## src/rtl/retrain_pkg.sv

```systemverilog
package retrain_pkg;

    localparam int ADDR_W = 12;
    localparam int DATA_W = 16;

    localparam logic [ADDR_W-1:0] CAP_BASE  = 12'h080;
    localparam logic [ADDR_W-1:0] A_LNK_CAP = CAP_BASE + 12'h00C;
    localparam logic [ADDR_W-1:0] A_LNK_CTL = CAP_BASE + 12'h010;
    localparam logic [ADDR_W-1:0] A_LNK_STA = CAP_BASE + 12'h012;

    localparam logic [4:0] LINK_ACTIVE   = 5'h0F;
    localparam logic [3:0] SPEED_BASE    = 4'd1;
    localparam int         RETRAIN_BIT   = 5;
    localparam int         TRAINING_BIT  = 11;

    typedef struct packed {
        logic              we;
        logic [ADDR_W-1:0] addr;
        logic [DATA_W-1:0] wdata;
    } bus_op_t;

    typedef enum logic [3:0] {
        ST_BOOT,
        ST_CAP,
        ST_STA,
        ST_CTL,
        ST_WR,
        ST_TRN_RD,
        ST_TRN_GAP,
        ST_L0_CHK,
        ST_L0_GAP,
        ST_DONE
    } seq_state_t;

    function automatic bus_op_t rd_op(input logic [ADDR_W-1:0] a);
        bus_op_t o;
        o.we    = 1'b0;
        o.addr  = a;
        o.wdata = '0;
        return o;
    endfunction

    function automatic bus_op_t wr_op(input logic [ADDR_W-1:0] a,
                                      input logic [DATA_W-1:0] d);
        bus_op_t o;
        o.we    = 1'b1;
        o.addr  = a;
        o.wdata = d;
        return o;
    endfunction

    function automatic logic link_active(input logic [4:0] s);
        return s == LINK_ACTIVE;
    endfunction

endpackage

```

## src/rtl/retrain_busport.sv

```systemverilog
module retrain_busport
    import retrain_pkg::*;
(
    input  logic              clk,
    input  logic              rst,
    input  logic              start,
    input  bus_op_t           op,
    output logic              xfer_done,
    output logic [DATA_W-1:0] rdata_q,
    output logic              bus_req,
    output logic              bus_we,
    output logic [ADDR_W-1:0] bus_addr,
    output logic [DATA_W-1:0] bus_wdata,
    input  logic              bus_ack,
    input  logic [DATA_W-1:0] bus_rdata
);

    bus_op_t op_q;
    logic    req_q;

    always_ff @(posedge clk) begin
        if (rst) begin
            req_q     <= 1'b0;
            op_q      <= '0;
            xfer_done <= 1'b0;
            rdata_q   <= '0;
        end else begin
            xfer_done <= 1'b0;
            if (req_q && bus_ack) begin
                req_q     <= 1'b0;
                xfer_done <= 1'b1;
                rdata_q   <= bus_rdata;
            end else if (start && !req_q) begin
                req_q <= 1'b1;
                op_q  <= op;
            end
        end
    end

    assign bus_req   = req_q;
    assign bus_we    = op_q.we;
    assign bus_addr  = op_q.addr;
    assign bus_wdata = op_q.wdata;

endmodule

```

## src/rtl/retrain_timer.sv

```systemverilog
module retrain_timer #(
    parameter int unsigned LIMIT = 1
) (
    input  logic clk,
    input  logic rst,
    input  logic clr,
    output logic reached
);

    localparam int W = $clog2(LIMIT + 2);
    localparam logic [W-1:0] LIM = W'(LIMIT);

    logic [W-1:0] cnt;

    always_ff @(posedge clk) begin
        if (rst || clr) begin
            cnt <= '0;
        end else if (cnt < LIM) begin
            cnt <= cnt + 1'b1;
        end
    end

    assign reached = (cnt == LIM);

endmodule

```

## src/rtl/link_retrain_seq.sv

```systemverilog
module link_retrain_seq
    import retrain_pkg::*;
#(
    parameter int unsigned POLL_GAP = 10000,
    parameter int unsigned TIMEOUT  = 100000000
) (
    input  logic        clk,
    input  logic        rst,
    input  logic [4:0]  ltssm_state,
    output logic        bus_req,
    output logic        bus_we,
    output logic [11:0] bus_addr,
    output logic [15:0] bus_wdata,
    input  logic        bus_ack,
    input  logic [15:0] bus_rdata,
    output logic        done,
    output logic        err_train_timeout,
    output logic        err_l0_timeout
);

    localparam int unsigned GAP_LIMIT = (POLL_GAP > 0) ? POLL_GAP - 1 : 0;
    localparam logic [DATA_W-1:0] RETRAIN_MASK = DATA_W'(1) << RETRAIN_BIT;

    seq_state_t        st;
    logic              start;
    bus_op_t           op;
    logic              bp_done;
    logic [DATA_W-1:0] bp_rdata;
    logic              gap_clr, gap_reached;
    logic              dl_clr, dl_reached, dl_expired;

    retrain_busport u_port (
        .clk       (clk),
        .rst       (rst),
        .start     (start),
        .op        (op),
        .xfer_done (bp_done),
        .rdata_q   (bp_rdata),
        .bus_req   (bus_req),
        .bus_we    (bus_we),
        .bus_addr  (bus_addr),
        .bus_wdata (bus_wdata),
        .bus_ack   (bus_ack),
        .bus_rdata (bus_rdata)
    );

    assign gap_clr = !(st == ST_TRN_GAP || st == ST_L0_GAP);

    retrain_timer #(.LIMIT(GAP_LIMIT)) u_gap (
        .clk     (clk),
        .rst     (rst),
        .clr     (gap_clr),
        .reached (gap_reached)
    );

    retrain_timer #(.LIMIT(TIMEOUT)) u_deadline (
        .clk     (clk),
        .rst     (rst),
        .clr     (dl_clr),
        .reached (dl_reached)
    );

    assign dl_expired = dl_reached && !dl_clr;

    always_ff @(posedge clk) begin
        if (rst) begin
            st                <= ST_BOOT;
            start             <= 1'b0;
            op                <= '0;
            dl_clr            <= 1'b1;
            err_train_timeout <= 1'b0;
            err_l0_timeout    <= 1'b0;
        end else begin
            start  <= 1'b0;
            dl_clr <= 1'b0;
            unique case (st)
                ST_BOOT: begin
                    if (link_active(ltssm_state)) begin
                        start <= 1'b1;
                        op    <= rd_op(A_LNK_CAP);
                        st    <= ST_CAP;
                    end else begin
                        st <= ST_DONE;
                    end
                end
                ST_CAP: if (bp_done) begin
                    if (bp_rdata[3:0] > SPEED_BASE) begin
                        start <= 1'b1;
                        op    <= rd_op(A_LNK_STA);
                        st    <= ST_STA;
                    end else begin
                        st <= ST_DONE;
                    end
                end
                ST_STA: if (bp_done) begin
                    if (bp_rdata[3:0] == SPEED_BASE) begin
                        start <= 1'b1;
                        op    <= rd_op(A_LNK_CTL);
                        st    <= ST_CTL;
                    end else begin
                        st <= ST_DONE;
                    end
                end
                ST_CTL: if (bp_done) begin
                    start <= 1'b1;
                    op    <= wr_op(A_LNK_CTL, bp_rdata | RETRAIN_MASK);
                    st    <= ST_WR;
                end
                ST_WR: if (bp_done) begin
                    start  <= 1'b1;
                    op     <= rd_op(A_LNK_STA);
                    dl_clr <= 1'b1;
                    st     <= ST_TRN_RD;
                end
                ST_TRN_RD: if (bp_done) begin
                    if (!bp_rdata[TRAINING_BIT]) begin
                        dl_clr <= 1'b1;
                        st     <= ST_L0_CHK;
                    end else if (dl_expired) begin
                        err_train_timeout <= 1'b1;
                        dl_clr            <= 1'b1;
                        st                <= ST_L0_CHK;
                    end else begin
                        st <= ST_TRN_GAP;
                    end
                end
                ST_TRN_GAP: if (gap_reached) begin
                    start <= 1'b1;
                    op    <= rd_op(A_LNK_STA);
                    st    <= ST_TRN_RD;
                end
                ST_L0_CHK: begin
                    if (link_active(ltssm_state)) begin
                        st <= ST_DONE;
                    end else if (dl_expired) begin
                        err_l0_timeout <= 1'b1;
                        st             <= ST_DONE;
                    end else begin
                        st <= ST_L0_GAP;
                    end
                end
                ST_L0_GAP: if (gap_reached) st <= ST_L0_CHK;
                ST_DONE: st <= ST_DONE;
                default: st <= ST_DONE;
            endcase
        end
    end

    assign done = (st == ST_DONE);

endmodule

```

## config.mk

```make
export PLATFORM = sky130hd
export DESIGN_NAME = link_retrain_seq
export DESIGN_NICKNAME = d
export VERILOG_FILES = /design/src/rtl/retrain_pkg.sv /design/src/rtl/retrain_busport.sv /design/src/rtl/retrain_timer.sv /design/src/rtl/link_retrain_seq.sv
export SDC_FILE = /design/constraint.sdc
export NUM_CORES = 1
export LEC_CHECK = 0
export BUFFER_PORTS_ARGS = -buffer_cell sky130_fd_sc_hd__buf_2
export CELL_PAD_IN_SITES_DETAIL_PLACEMENT = 1
export CELL_PAD_IN_SITES_GLOBAL_PLACEMENT = 2
export CORE_ASPECT_RATIO = 0.7
export CORE_MARGIN = 1.5
export CORE_UTILIZATION = 34
export DETAILED_ROUTE_END_ITERATION = 12
export GPL_TIMING_DRIVEN = 0
export PLACE_DENSITY = 0.82
export SLEW_MARGIN = 20
export SYNTH_ARGS = -nofsm -noshare
export SYNTH_HDL_FRONTEND = slang
export SYNTH_HIERARCHICAL = 1
export SYNTH_SLANG_ARGS = --single-unit
```

## constraint.sdc

```tcl
create_clock -name clk -period 2.1 [get_ports clk]
set_clock_uncertainty 0.05 [all_clocks]
set_input_delay 0.63 -clock clk [delete_from_list [all_inputs] [get_ports clk]]
set_output_delay 0.63 -clock clk [all_outputs]
set_load 0.03 [all_outputs]
```

# After elaboration in Yosys (flattened, before gate mapping)
# Cells that the tools add are included.
[classes]
addsub = 2
n_mul = 0
div_mod_pow = 0
order_cmp = 3
n_eq_ne = 23
n_shift = 0
mux = 37
bitwise_logic = 2
n_reduce_logical = 18
[op_table]
columns = ["op", "count"]
rows = [
  ["2-to-1 mux 29 bit", 8],
  ["one-hot mux 29 bit (6 select lines)", 1],
  ["2-to-1 mux 4 bit", 10],
  ["one-hot mux 4 bit (9 select lines)", 1],
  ["adder 27 x 1 -> 27 bit, second input constant", 1],
  ["equality test 27 bit, second input constant", 1],
  ["< comparator 27 bit, second input constant", 1],
  ["equality test 4 x 3 -> 1 bit, second input constant", 4],
  ["2-to-1 mux 1 bit", 15],
  ["adder 14 x 1 -> 14 bit, second input constant", 1],
  ["equality test 14 bit, second input constant", 1],
  ["< comparator 14 bit, second input constant", 1],
  ["!= test 2 x 1 -> 1 bit, second input constant", 5],
  ["!= test 2 bit, second input constant", 5],
  ["AND reduction 9 bit", 1],
  ["equality test 4 x 1 -> 1 bit, second input constant", 2],
  ["equality test 4 x 2 -> 1 bit, second input constant", 2],
  ["equality test 4 bit, second input constant", 2],
  ["AND reduction 7 bit", 1],
  ["nonzero test 6 bit", 1],
  ["equality test 5 x 4 -> 1 bit, second input constant", 1],
  ["one-hot mux 1 bit (5 select lines)", 1],
  ["> comparator 4 x 1 -> 1 bit, second input constant", 1],
  ["zero test 4 bit", 1],
  ["other kinds (9)", 17],
]
[word_totals]
ff_bits = 125
latchBits = 0
ram_bits = 0
romBits = 0
out_inout_bits = 33
elab_cells = 101
mem_count = 0

# Longest topological paths before layout
# Gate-level depths: netlist of the first run.
[logic_depth]
depth_word = 6
ltp_mapped = 10
depth_no_buf = 10

# Modules after synthesis
# The synthesis of the first run kept the hierarchy.
[by_module_without_submodules]
columns = ["mod", "n_inst", "cells_per_inst", "area_each_um2"]
rows = [
  ["retrain_busport", 1, 212, 2139.6],
  ["link_retrain_seq", 1, 174, 1540.2],
  ["retrain_timer at u_deadline", 1, 183, 1510.2],
  ["retrain_timer at u_gap", 1, 84, 742.0],
]

# Worst setup path after synthesis of the first run
# OpenSTA, ideal clock, no wires.
[synth_path]
path_kind = "register to register"
startpoint = "register u_gap.cnt[0]"
endpoint = "register, netlist name op[17]"
setup_ns = 0.134
arrival_ns = 1.979
required_ns = 1.916
path_slack_ns = -0.063
path_stages_with_launch = 11
path_buffers = 2
path_cell_list = "dfxtp_1 > ha_1 > and3_1 > nand2_1 > nor4_1 > nand3_1 > a211o_1 > buf_4 > buf_6 > nand4_1 > o41ai_2"
[synth_between]
elab_chain_cells = 3
[synth_lines]
columns = ["item", "line", "text"]
rows = [
  ["start: declaration", "retrain_timer.sv:13", "logic [W-1:0] cnt;"],
  ["start signal: assignment", "retrain_timer.sv:19", "cnt <= cnt + 1'b1;"],
  ["equality test 14 bit", "retrain_timer.sv:23", "assign reached = (cnt == LIM);"],
  ["named net gap_reached", "link_retrain_seq.sv:29", "logic gap_clr, gap_reached;"],
  ["!= test 2 bit (no source line)", "-", ""],
  ["AND reduction 9 bit (no source line)", "-", ""],
]
# The timed path passes the listed nets, and every way through them passes these cells.
# A chain may end at the register's enable or synchronous reset.

# Worst setup path in the final report of the first run
[layout_path]
startpoint = "register u_gap.cnt[6]"
endpoint = "register, netlist name op[17]"
[layout_between]
elab_chain_cells = 3
[layout_lines]
columns = ["item", "line"]
rows = [
  ["equality test 14 bit", "retrain_timer.sv:23"],
  ["named net gap_reached", "link_retrain_seq.sv:29"],
  ["!= test 2 bit (no source line)", "-"],
  ["AND reduction 9 bit (no source line)", "-"],
]
# The timed path passes the listed nets, and every way through them passes these cells.

==> flow_metrics.env, run 1 <==
export IMPL_avgSynthCellArea_um2=9.07
export IMPL_r2r_end="op[17]$_SDFFE_PP0P_"
export IMPL_slew_viol_final=0
export IMPL_yosysWarnings=6
export IMPL_port_buffers=54
export IMPL_crit_chain="nor4_4, nand2_2, nor4_4, nand3_2, a211o_1, buf_6, buf_12, nand4_1, o41ai_2"
export IMPL_status="finished with violations"
export IMPL_core_mm2=0.0171
export IMPL_fin_nets=789
export IMPL_r2r_setup_slack_ns=-0.01
export IMPL_cp_required_ns=2.33
export IMPL_drt_met1_wl_um=9320
export IMPL_utilization_pct=45.4
export IMPL_grt_pass1_wl_um=30100
export IMPL_firstDrtPassIters=4
export IMPL_power_w=0.00650
export IMPL_ir_drop_mv=0.486
export IMPL_rows=40
export IMPL_avgViaCountPerCell=5.44
export IMPL_drive_above_1_share_pct=34.1
export IMPL_die_w_um=160
export IMPL_grt_use_total_pct=21.2
export IMPL_cap_viol_max_count=0
export IMPL_fin_ws_ns=-0.0107
export IMPL_dr_max_layer_used="met4"
export IMPL_cp_max_fo=10
export IMPL_cp_end_kind="register"
export IMPL_dr_total_vias=5477
export IMPL_ctsHoldBuffers=0
export IMPL_path_buf_inv=2
export IMPL_clkLatencyLatePin_ns=0.42
export IMPL_power_internal_w=0.00491
export IMPL_worst_hold_path_endpoint="u_port/bus_addr[1]$_SDFFE_PP0P_"
export IMPL_antenna_found_initial=0
export IMPL_seqPwrFrac_pct=34.8
export IMPL_dr_wl_met2_um=8280
export IMPL_min_path_type="register to register"
export IMPL_pwr_density_cell_mw_per_mm2=839
export IMPL_reg2reg_depth=9
export IMPL_synth_area_mm2=0.00589
export IMPL_swShare_pct=24.6
export IMPL_initial_core_util_pct=34.5
export IMPL_clock_fmax_mhz=474
export IMPL_clk_pin_slew_ns=0.06
export IMPL_antenna_cells=0
export IMPL_cts_sinks=115
export IMPL_whs_ns=0.415
export IMPL_wl_met3_um=766
export IMPL_cp_top_family="simple AND/OR/NAND/NOR gates"
export IMPL_tightest_slew_ns=0.681
export IMPL_criticalPathCategory="register to register"
export IMPL_p_sw_w=0.00160
export IMPL_power_frac_clock_pct=52.7
export IMPL_grt_pass1_vias=5718
export IMPL_critical_path_max_stage_delay_ns=0.35
export IMPL_wl_um=18700
export IMPL_numCtsBuffers=17
export IMPL_synthCells=649
export IMPL_ant_nets=0
export IMPL_cts_root_buf="clkbuf_16"
export IMPL_start_kind="register"
export IMPL_slowest_stage="dfxtp_2"
export IMPL_p_leak_nw=2.77
export IMPL_die_area_mm2=0.0181
export IMPL_grt_setup_unrepaired="yes"
export IMPL_hold_depth=2
export IMPL_p_comb_share_pct=12.5
export IMPL_grt_max_degree=17
export IMPL_first_iter_violations=306
export IMPL_dp_hpwl_um=12900
export IMPL_violations="negative setup slack"
export IMPL_final_hold_viol_count=0
export IMPL_max_clock_path_buffers=2
export IMPL_cts_tree="done"
export IMPL_cpMostUsedCell="nor4_4"
export IMPL_drc_errors=0
export IMPL_pin_count=57
export IMPL_overflow=0
export IMPL_hp_start="u_port/bus_addr[1]$_SDFFE_PP0P_"
export IMPL_h_tree_depth=4
export IMPL_cp_arrival_ns=2.34
export IMPL_drt_wirelength_per_cell_um=18.6
export IMPL_area_growth_pct=31.6
export IMPL_relSlewSlack_pct=54.6
export IMPL_setup_viol=5
export IMPL_dp_slack_ns=-0.398
export IMPL_post_route_period_util_pct=101
export IMPL_die_h_um=113
export IMPL_rr_startpoint="u_gap/cnt[6]$_SDFFE_PP0N_"
export IMPL_fin_crit_ns=2.11
export IMPL_gp_congestion=0.806
[sequential cells by signal, summed over array words and instances (netlist names), 4 cells and up]
register / cells
u_port/rdata_q: 15
op: 20
u_port/bus_wdata: 16
st: 4
u_gap/cnt: 14
u_deadline/cnt: 27
u_port/bus_addr: 12
[through the flow]
step | setup TNS, ns | instance area, um2 | cells
6_report | -0.0324 | 7750 | 1006
5_1_grt | -2.52 | 7750 | 1006
4_1_cts | -2.24 | 7560 | 997
3_5_place_dp | -11.43 | 6480 | 940
3_3_place_gp | -9.31 | 6480 | 940
2_1_floorplan | 0 | 5920 | 655
[worst reg2reg max path: cells and delay by family, from the launching register on]
kind            cells  cell delay [ns]
flops               1             0.35
simple gates        5             0.89
compound gates      2             0.39
buf+inv             2             0.30
[repair_timing]
action                     4_1_cts  5_1_grt
setup endpoints to repair       49       56
gates resized for setup         52       44
gates cloned                     3        0
pin swaps                       20       21
setup buffers                   23       11
hold endpoints to repair         0        0
[cell type report]
class	instances	area (um2)
inverter	10	37.5
fill	1955	9320
multi-input combinational	481	3490
buffer	47	337
sequential	115	2350
tap	231	289
clock buffer	21	480
clock inverter	11	219
timing repair buffer	90	556
[worst max-delay path by stage]
stage,from,endpoint,depth (start not counted)
6_report,u_gap/cnt[6]$_SDFFE_PP0N_,op[17]$_SDFFE_PP0P_,9
5_1_grt,u_gap/cnt[6]$_SDFFE_PP0N_,op[17]$_SDFFE_PP0P_,9
2_1_floorplan,u_gap/cnt[0]$_SDFFE_PP0N_,op[17]$_SDFFE_PP0P_,10
4_1_cts,u_gap/cnt[7]$_SDFFE_PP0N_,op[17]$_SDFFE_PP0P_,9
3_3_place_gp,u_gap/cnt[0]$_SDFFE_PP0N_,op[12]$_SDFFE_PP0P_,9
3_5_place_dp,u_gap/cnt[0]$_SDFFE_PP0N_,op[12]$_SDFFE_PP0P_,9
[power by group through the flow]
stage / sequential [W] / clock [W] / combinational, W
floorplan: 0.00230 / 0 / 0.000510
global placement: 0.00231 / 0 / 0.000674
detailed placement: 0.00231 / 0 / 0.000697
CTS: 0.00226 / 0.00348 / 0.000783
global route: 0.00227 / 0.00358 / 0.000881
finish: 0.00226 / 0.00343 / 0.000812
[routing by layer]
metal / GRT usage, % / up-vias
met5: 0 / -
met4: 7.66 / 0
met3: 4.07 / 28
met2: 33.0 / 114
met1: 29.1 / 2707
li1: - / 2628
[layout by cell type (no fill, tap or decap), types with 8 or more instances in the layout]
cell type and count:
a21bo_1 13, a21oi_1 27, a21oi_2 31, a31o_1 10
a31o_2 9, buf_2 61, buf_4 37, buf_6 17
clkbuf_1 18, clkbuf_16 17, dfxtp_1 94, dfxtp_2 14
inv_1 8, nand2_1 47, nand2b_1 33, nand3_1 32
nand4_1 14, nand4bb_1 29, nor2_1 35, o21ai_0 33
o21ai_1 9, or4_1 10, xnor2_1 9
Power figures use the tool's default switching activity.
==> inputs of run 2 (changes only) <==
--- a/config.mk
+++ b/config.mk
@@ -5,16 +5,17 @@
 export SDC_FILE = /design/constraint.sdc
 export NUM_CORES = 1
 export LEC_CHECK = 0
-export BUFFER_PORTS_ARGS = -buffer_cell sky130_fd_sc_hd__buf_2
 export CELL_PAD_IN_SITES_DETAIL_PLACEMENT = 1
 export CELL_PAD_IN_SITES_GLOBAL_PLACEMENT = 2
 export CORE_ASPECT_RATIO = 0.7
 export CORE_MARGIN = 1.5
-export CORE_UTILIZATION = 34
+export CORE_UTILIZATION = 36
 export DETAILED_ROUTE_END_ITERATION = 12
+export DONT_BUFFER_PORTS = 1
 export GPL_TIMING_DRIVEN = 0
-export PLACE_DENSITY = 0.82
-export SLEW_MARGIN = 20
+export PLACE_DENSITY = 0.81
+export SKIP_CTS_REPAIR_TIMING = 1
+export SLEW_MARGIN = 5
 export SYNTH_ARGS = -nofsm -noshare
 export SYNTH_HDL_FRONTEND = slang
 export SYNTH_HIERARCHICAL = 1
==> run 2 against run 1 <==
  * The run still ends with negative setup slack left
  * Maximum frequency down 11%
  * Power down 8.1%
  * Routed wire length down 4.5%
  * Count of clock-buffer cells in the layout down 3
  * Utilization up 0.35 points
  * Cell area down 7.1%
  * First-iteration DRC count down 33%
  * Critical path depth down 1
  * Critical path type unchanged
  * Largest cell class unchanged
==> flow_metrics.env, run 2 (synthesis gave the netlist of run 1 again) <==
export IMPL_p_leak_nw=2.35
export IMPL_first_iter_violations=206
export IMPL_area_growth_pct=22.3
export IMPL_rr_startpoint="u_gap/cnt[4]$_SDFFE_PP0N_"
export IMPL_grt_setup_unrepaired="yes"
export IMPL_clock_fmax_mhz=423
export IMPL_criticalPathCategory="register to register"
export IMPL_final_cell_area_mm2=0.00720
export IMPL_cpMostUsedCell="nor4_4"
export IMPL_dp_cells=875
export IMPL_cts_root_buf="clkbuf_16"
export IMPL_largest_reg_flops=27
export IMPL_grt_pass1_wl_um=27900
export IMPL_hp_start="bus_rdata[10]"
export IMPL_relSlewSlack_pct=48.4
export IMPL_dp_hpwl_um=12300
export IMPL_cp_arrival_ns=2.63
export IMPL_die_h_um=110
export IMPL_overflow=0
export IMPL_clkLatencyLatePin_ns=0.43
export IMPL_fin_ws_ns=-0.261
export IMPL_status="finished with violations"
export IMPL_dp_slack_ns=-0.419
export IMPL_slew_viol_final=0
export IMPL_ir_drop_mv=0.394
export IMPL_clk_pin_slew_ns=0.06
export IMPL_critical_path_max_stage_delay_ns=0.38
export IMPL_finalNonFillerCells=927
export IMPL_pin_count=57
export IMPL_start_kind="register"
export IMPL_reg2reg_depth=8
export IMPL_port_buffers=0
export IMPL_min_path_type="primary input to register"
export IMPL_cts_tree="done"
export IMPL_drc_errors=0
export IMPL_cp_end_kind="register"
export IMPL_pwr_density_cell_mw_per_mm2=830
export IMPL_post_route_period_util_pct=112
export IMPL_fin_nets=721
export IMPL_setup_viol=24
export IMPL_dr_total_vias=5145
export IMPL_cts_sinks=115
export IMPL_grt_pass1_vias=5068
export IMPL_final_common_cell="dfxtp_1"
export IMPL_hold_depth=2
export IMPL_setup_tns_ns=-4.81
export IMPL_grt_max_degree=17
export IMPL_drive_above_1_share_pct=26.3
export IMPL_ant_nets=0
export IMPL_final_cell_mix="dfxtp_1 (95), nand2_1 (48), nand2b_1 (34), nor2_1 (34)"
export IMPL_avgViaCountPerCell=5.55
export IMPL_cp_startpoint="u_gap/cnt[4]$_SDFFE_PP0N_"
export IMPL_h_tree_depth=4
export IMPL_violations="negative setup slack"
export IMPL_die_area_mm2=0.0171
export IMPL_antenna_cells=0
export IMPL_top_register="u_deadline/cnt"
export IMPL_fin_crit_ns=2.36
export IMPL_wl_um=17900
export IMPL_numCtsBuffers=17
export IMPL_tightest_slew_ns=0.774
export IMPL_core_mm2=0.0157
export IMPL_cp_max_fo=6
export IMPL_cap_viol_max_count=0
export IMPL_die_w_um=156
export IMPL_final_hold_viol_count=0
export IMPL_post_dp_cell_area_mm2=0.00619
export IMPL_drt_wirelength_per_cell_um=19.3
export IMPL_gp_congestion=0.857
export IMPL_rows=38
export IMPL_firstDrtPassIters=5
export IMPL_crit_chain="nor4_4, nand2_1, nor4_4, nand3_2, a211oi_4, buf_4, nor2_4, a31o_2"
export IMPL_antenna_found_initial=0
export IMPL_grt_use_total_pct=21.1
export IMPL_initial_core_util_pct=37.4
export IMPL_cp_required_ns=2.37
export IMPL_slowest_stage="nor4_4"
export IMPL_max_clock_path_buffers=2
[run 2: cell count changes in the layout (fill, tap and decap cells not counted), moves of 4 or more]
cell       before  now
clkinv_4        0    4
bufinv_16       6    2
buf_4          37   24
a21oi_2        31   25
buf_2          61    8
a21oi_1        27   33
clkbuf_8        4    0
[run 2: worst max-delay path, delay by kind of cell, from the launching register on]
family / cells / cell delay [ns]
compound gates: 2 / 0.57
buf+inv: 1 / 0.19
simple gates: 5 / 1.07
flops: 1 / 0.37
[run 2: metrics by stage]
step | hold slack (ns) | utilization, % | power [W]
after floorplan | 0.375 | - | 0.00281
after global placement | 0.397 | 39.3 | 0.00297
after detailed placement | 0.402 | 39.3 | 0.00297
after CTS | 0.280 | 43.1 | 0.00590
after global routing | 0.295 | 45.8 | 0.00621
final | 0.303 | 45.8 | 0.00598
[run 2: power by group]
part | switching [W] | total (W) | internal (W) | leakage, nW
Combinational | 0.000479 | 0.000811 | 0.000332 | 1.13
Clock | 0.00113 | 0.00289 | 0.00176 | 0.282
Sequential | 0.0000531 | 0.00227 | 0.00222 | 0.939
[run 2: final cells by class]
type | instances | area [um2]
fill | 1787 | 8540
multi-input combinational | 481 | 3440
sequential | 115 | 2340
clock buffer | 18 | 429
buffer | 47 | 335
tap | 220 | 275
timing repair buffer | 22 | 190
clock inverter | 14 | 155
inverter | 10 | 37.5
[run 2: path summary, 6_finish.rpt]
kind         slack (ns)                         endpoint
max               -0.26               op[3]$_SDFFE_PP0P_
min                0.30  u_port/rdata_q[10]$_SDFFE_PP0P_
max reg2reg       -0.26               op[3]$_SDFFE_PP0P_
min reg2reg        0.44  u_deadline/cnt[16]$_SDFFE_PP0N_
[run 2: per-layer routing]
layer / up-vias / part of all wire [%] / track usage (%)
met5: - / 0 / 0
met4: 0 / 0.67 / 7.48
met3: 6 / 4.8 / 5.86
met2: 97 / 46 / 32.6
met1: 2536 / 49 / 28.4
li1: 2506 / - / -
==> inputs of run 3 (changes only) <==
--- a/config.mk
+++ b/config.mk
@@ -9,14 +9,13 @@
 export CELL_PAD_IN_SITES_GLOBAL_PLACEMENT = 2
 export CORE_ASPECT_RATIO = 0.7
 export CORE_MARGIN = 1.5
-export CORE_UTILIZATION = 36
+export CORE_UTILIZATION = 34
 export DETAILED_ROUTE_END_ITERATION = 12
 export DONT_BUFFER_PORTS = 1
 export GPL_TIMING_DRIVEN = 0
-export PLACE_DENSITY = 0.81
+export PLACE_DENSITY = 0.8
 export SKIP_CTS_REPAIR_TIMING = 1
 export SLEW_MARGIN = 5
 export SYNTH_ARGS = -nofsm -noshare
 export SYNTH_HDL_FRONTEND = slang
-export SYNTH_HIERARCHICAL = 1
 export SYNTH_SLANG_ARGS = --single-unit
==> run 3 against run 2 <==
  * The flow still finishes with violations (negative setup slack)
  * Flip-flop and latch count fell by 9
  * Hold slack improved by 0.043 ns
  * Final cell count fell by 11%
  * Die area fell by 12%
  * Maximum frequency rose by 4.6%
  * Routed wire length fell by 19%
  * Critical path type unchanged
  * Sequential share of layout area rose by 4.5 points
  * Clock power fell by 38%
  * Synthesized area fell by 17%
==> flow_metrics.env, run 3 <==
export IMPL_seq_area_frac_synth_pct=43.5
export IMPL_cp_end_kind="register"
export IMPL_grt_pass1_vias=4366
export IMPL_rr_startpoint="u_deadline.cnt[10]$_SDFFE_PP0N_"
export IMPL_overflow=0
export IMPL_cp_arrival_ns=2.50
export IMPL_core_mm2=0.0140
export IMPL_pwr_density_cell_mw_per_mm2=822
export IMPL_area_growth_pct=18.3
export IMPL_tightest_slew_ns=0.650
export IMPL_pin_count=57
export IMPL_fin_crit_ns=2.26
export IMPL_synth_area_mm2=0.00488
export IMPL_synth_most_common_cell="nand2_1"
export IMPL_yosysTopAreaCell="dfxtp_1"
export IMPL_fin_nets=655
export IMPL_synthAdderAreaFrac_pct=0.769
export IMPL_synth_top_family_by_area="simple AND/OR/NAND/NOR gates"
export IMPL_port_buffers=0
export IMPL_synth_xor_area_share_pct=2.33
export IMPL_fin_ws_ns=-0.157
export IMPL_grt_pass1_wl_um=22600
export IMPL_synthCells=598
export IMPL_cts_root_buf="clkbuf_16"
export IMPL_netlist_area_leader_share_pct=43.5
export IMPL_slew_viol_final=0
export IMPL_ys_ff_latch=106
export IMPL_synth_flop_cell="dfxtp_1"
export IMPL_cp_startpoint="u_deadline.cnt[10]$_SDFFE_PP0N_"
export IMPL_dr_total_vias=4484
export IMPL_avgViaCountPerCell=5.45
export IMPL_gp_congestion=0.788
export IMPL_die_area_mm2=0.0151
export IMPL_cts_sinks=106
export IMPL_grt_use_total_pct=18.9
export IMPL_top_register="u_deadline.cnt"
export IMPL_dp_hpwl_um=10000
export IMPL_relSlewSlack_pct=56.7
export IMPL_drc_errors=0
export IMPL_clkLatencyLatePin_ns=0.36
export IMPL_grt_setup_unrepaired="yes"
export IMPL_final_cell_mix="nand2_1 (108), dfxtp_1 (97), a21oi_1 (64)"
export IMPL_final_common_cell="nand2_1"
export IMPL_antenna_cells=0
export IMPL_criticalPathCategory="register to register"
export IMPL_numCtsBuffers=9
export IMPL_min_path_type="primary input to register"
export IMPL_die_h_um=103
export IMPL_synth_cell_types=60
export IMPL_antenna_found_initial=0
export IMPL_drt_wirelength_per_cell_um=17.7
export IMPL_avgSynthCellArea_um2=8.16
export IMPL_initial_core_util_pct=34.9
export IMPL_firstDrtPassIters=4
export IMPL_cp_max_fo=5
export IMPL_synth_area_mux_share_pct=0.436
export IMPL_p_leak_nw=1.87
export IMPL_whs_ns=0.346
export IMPL_synth_compound_area_share_pct=19.4
export IMPL_cap_viol_max_count=0
export IMPL_utilization_pct=41.3
export IMPL_start_kind="register"
export IMPL_max_clock_path_buffers=2
export IMPL_violations="negative setup slack"
export IMPL_clk_pin_slew_ns=0.08
export IMPL_first_iter_violations=178
export IMPL_yosysWarnings=0
export IMPL_grt_max_degree=20
export IMPL_largest_reg_flops=27
export IMPL_synth_common_cells="nand2_1 (108), dfxtp_1 (106), a21oi_1 (69)"
export IMPL_ir_drop_mv=0.389
export IMPL_cp_required_ns=2.34
export IMPL_cts_tree="done"
export IMPL_synth_edf_count=0
export IMPL_drive_above_1_share_pct=16.4
export IMPL_ant_nets=0
export IMPL_die_w_um=146
export IMPL_wl_um=14500
export IMPL_h_tree_depth=3
export IMPL_synthTopCellsByArea="dfxtp_1 (43%), nand2_1 (8.3%), a21oi_1 (7.1%)"
export IMPL_hp_start="bus_rdata[10]"
export IMPL_clock_fmax_mhz=443
export IMPL_setup_viol=19
export IMPL_synthSimpleGateAreaFrac_pct=28.3
export IMPL_status="finished with violations"
export IMPL_rows=36
export IMPL_post_route_period_util_pct=107
export IMPL_final_hold_viol_count=0
export IMPL_postSynth_asyncResetShare_pct=0
-- run 3: cell types whose count changed in the layout (fill, tap and decap cells not counted), sizes merged, moves of 12 or more --
cell and change:
nand2b -29, nand4bb -29, buf -12, nand3 -12
a21bo -15, o21ai -21, nand2 +61, nor3 +15
-- run 3: worst paths after layout --
kind	slack, ns	depth (start not counted)	endpoint
worst max register to register	-0.16	6	u_deadline.cnt[12]$_SDFFE_PP0N_
worst min-delay path	0.35	2	u_port.rdata_q[10]$_SDFFE_PP0P_
worst max-delay path	-0.16	6	u_deadline.cnt[12]$_SDFFE_PP0N_
worst min register to register	0.40	2	u_port.bus_wdata[15]$_SDFFE_PP0P_
-- run 3: cell families (layout without fill, tap and decap cells) --
| family | Yosys count | after routing |
|---|---|---|
| AOI/OAI and AO/OA | 146 | 146 |
| xor gates and xnor gates | 13 | 13 |
| adders and majority gates | 3 | 3 |
| buffers and inverters | 52 | 81 |
| DFF | 106 | 106 |
| muxes | 2 | 2 |
| other | 1 | 7 |
| and+or+nand+nor | 275 | 275 |
-- run 3: power by group --
group | total [W] | internal (W) | switching, W
registers | 0.00213 | 0.00206 | 0.0000696
clock network | 0.00178 | 0.000947 | 0.000837
logic | 0.000825 | 0.000283 | 0.000542
total | 0.00474 | 0.00329 | 0.00145
-- run 3: layout make-up --
type	count	area, um2
fillers	1679	8190
flip-flops and latches	106	2140
inverters	7	26.3
repair buffers	14	108
clock inverters	7	81.3
clock buffers	9	225
plain buffers	44	244
multi-input cells	446	2720
well taps	190	238
-- run 3: worst max-delay path: stages, from the launching register on --
cell	delay, ns
dfxtp_2	0.35
or4_4	0.56
o211ai_4	0.25
o211ai_1	0.24
buf_4	0.23
or3_1	0.36
a21oi_2	0.14
-- run 3: layer usage --
layer / vias up / global-route usage (%) / part of all wire, %
li1: 2188 / - / -
met1: 2208 / 26.0 / 50
met2: 72 / 29.9 / 44
met3: 16 / 4.47 / 4.5
met4: 0 / 5.83 / 1.2
met5: - / 0 / 0
-- run 3: stage by stage --
stage | TNS, ns | setup WS, ns | std cells | power (W) | instance area [um2]
2_1_floorplan | 0 | 0.0301 | 604 | 0.00272 | 4900
3_3_place_gp | -8.60 | -0.404 | 794 | 0.00288 | 5140
3_5_place_dp | -11.67 | -0.419 | 794 | 0.00290 | 5140
4_1_cts | -12.61 | -0.467 | 810 | 0.00470 | 5450
5_1_grt | -3.25 | -0.218 | 823 | 0.00496 | 5770
6_report | -1.95 | -0.157 | 823 | 0.00474 | 5770
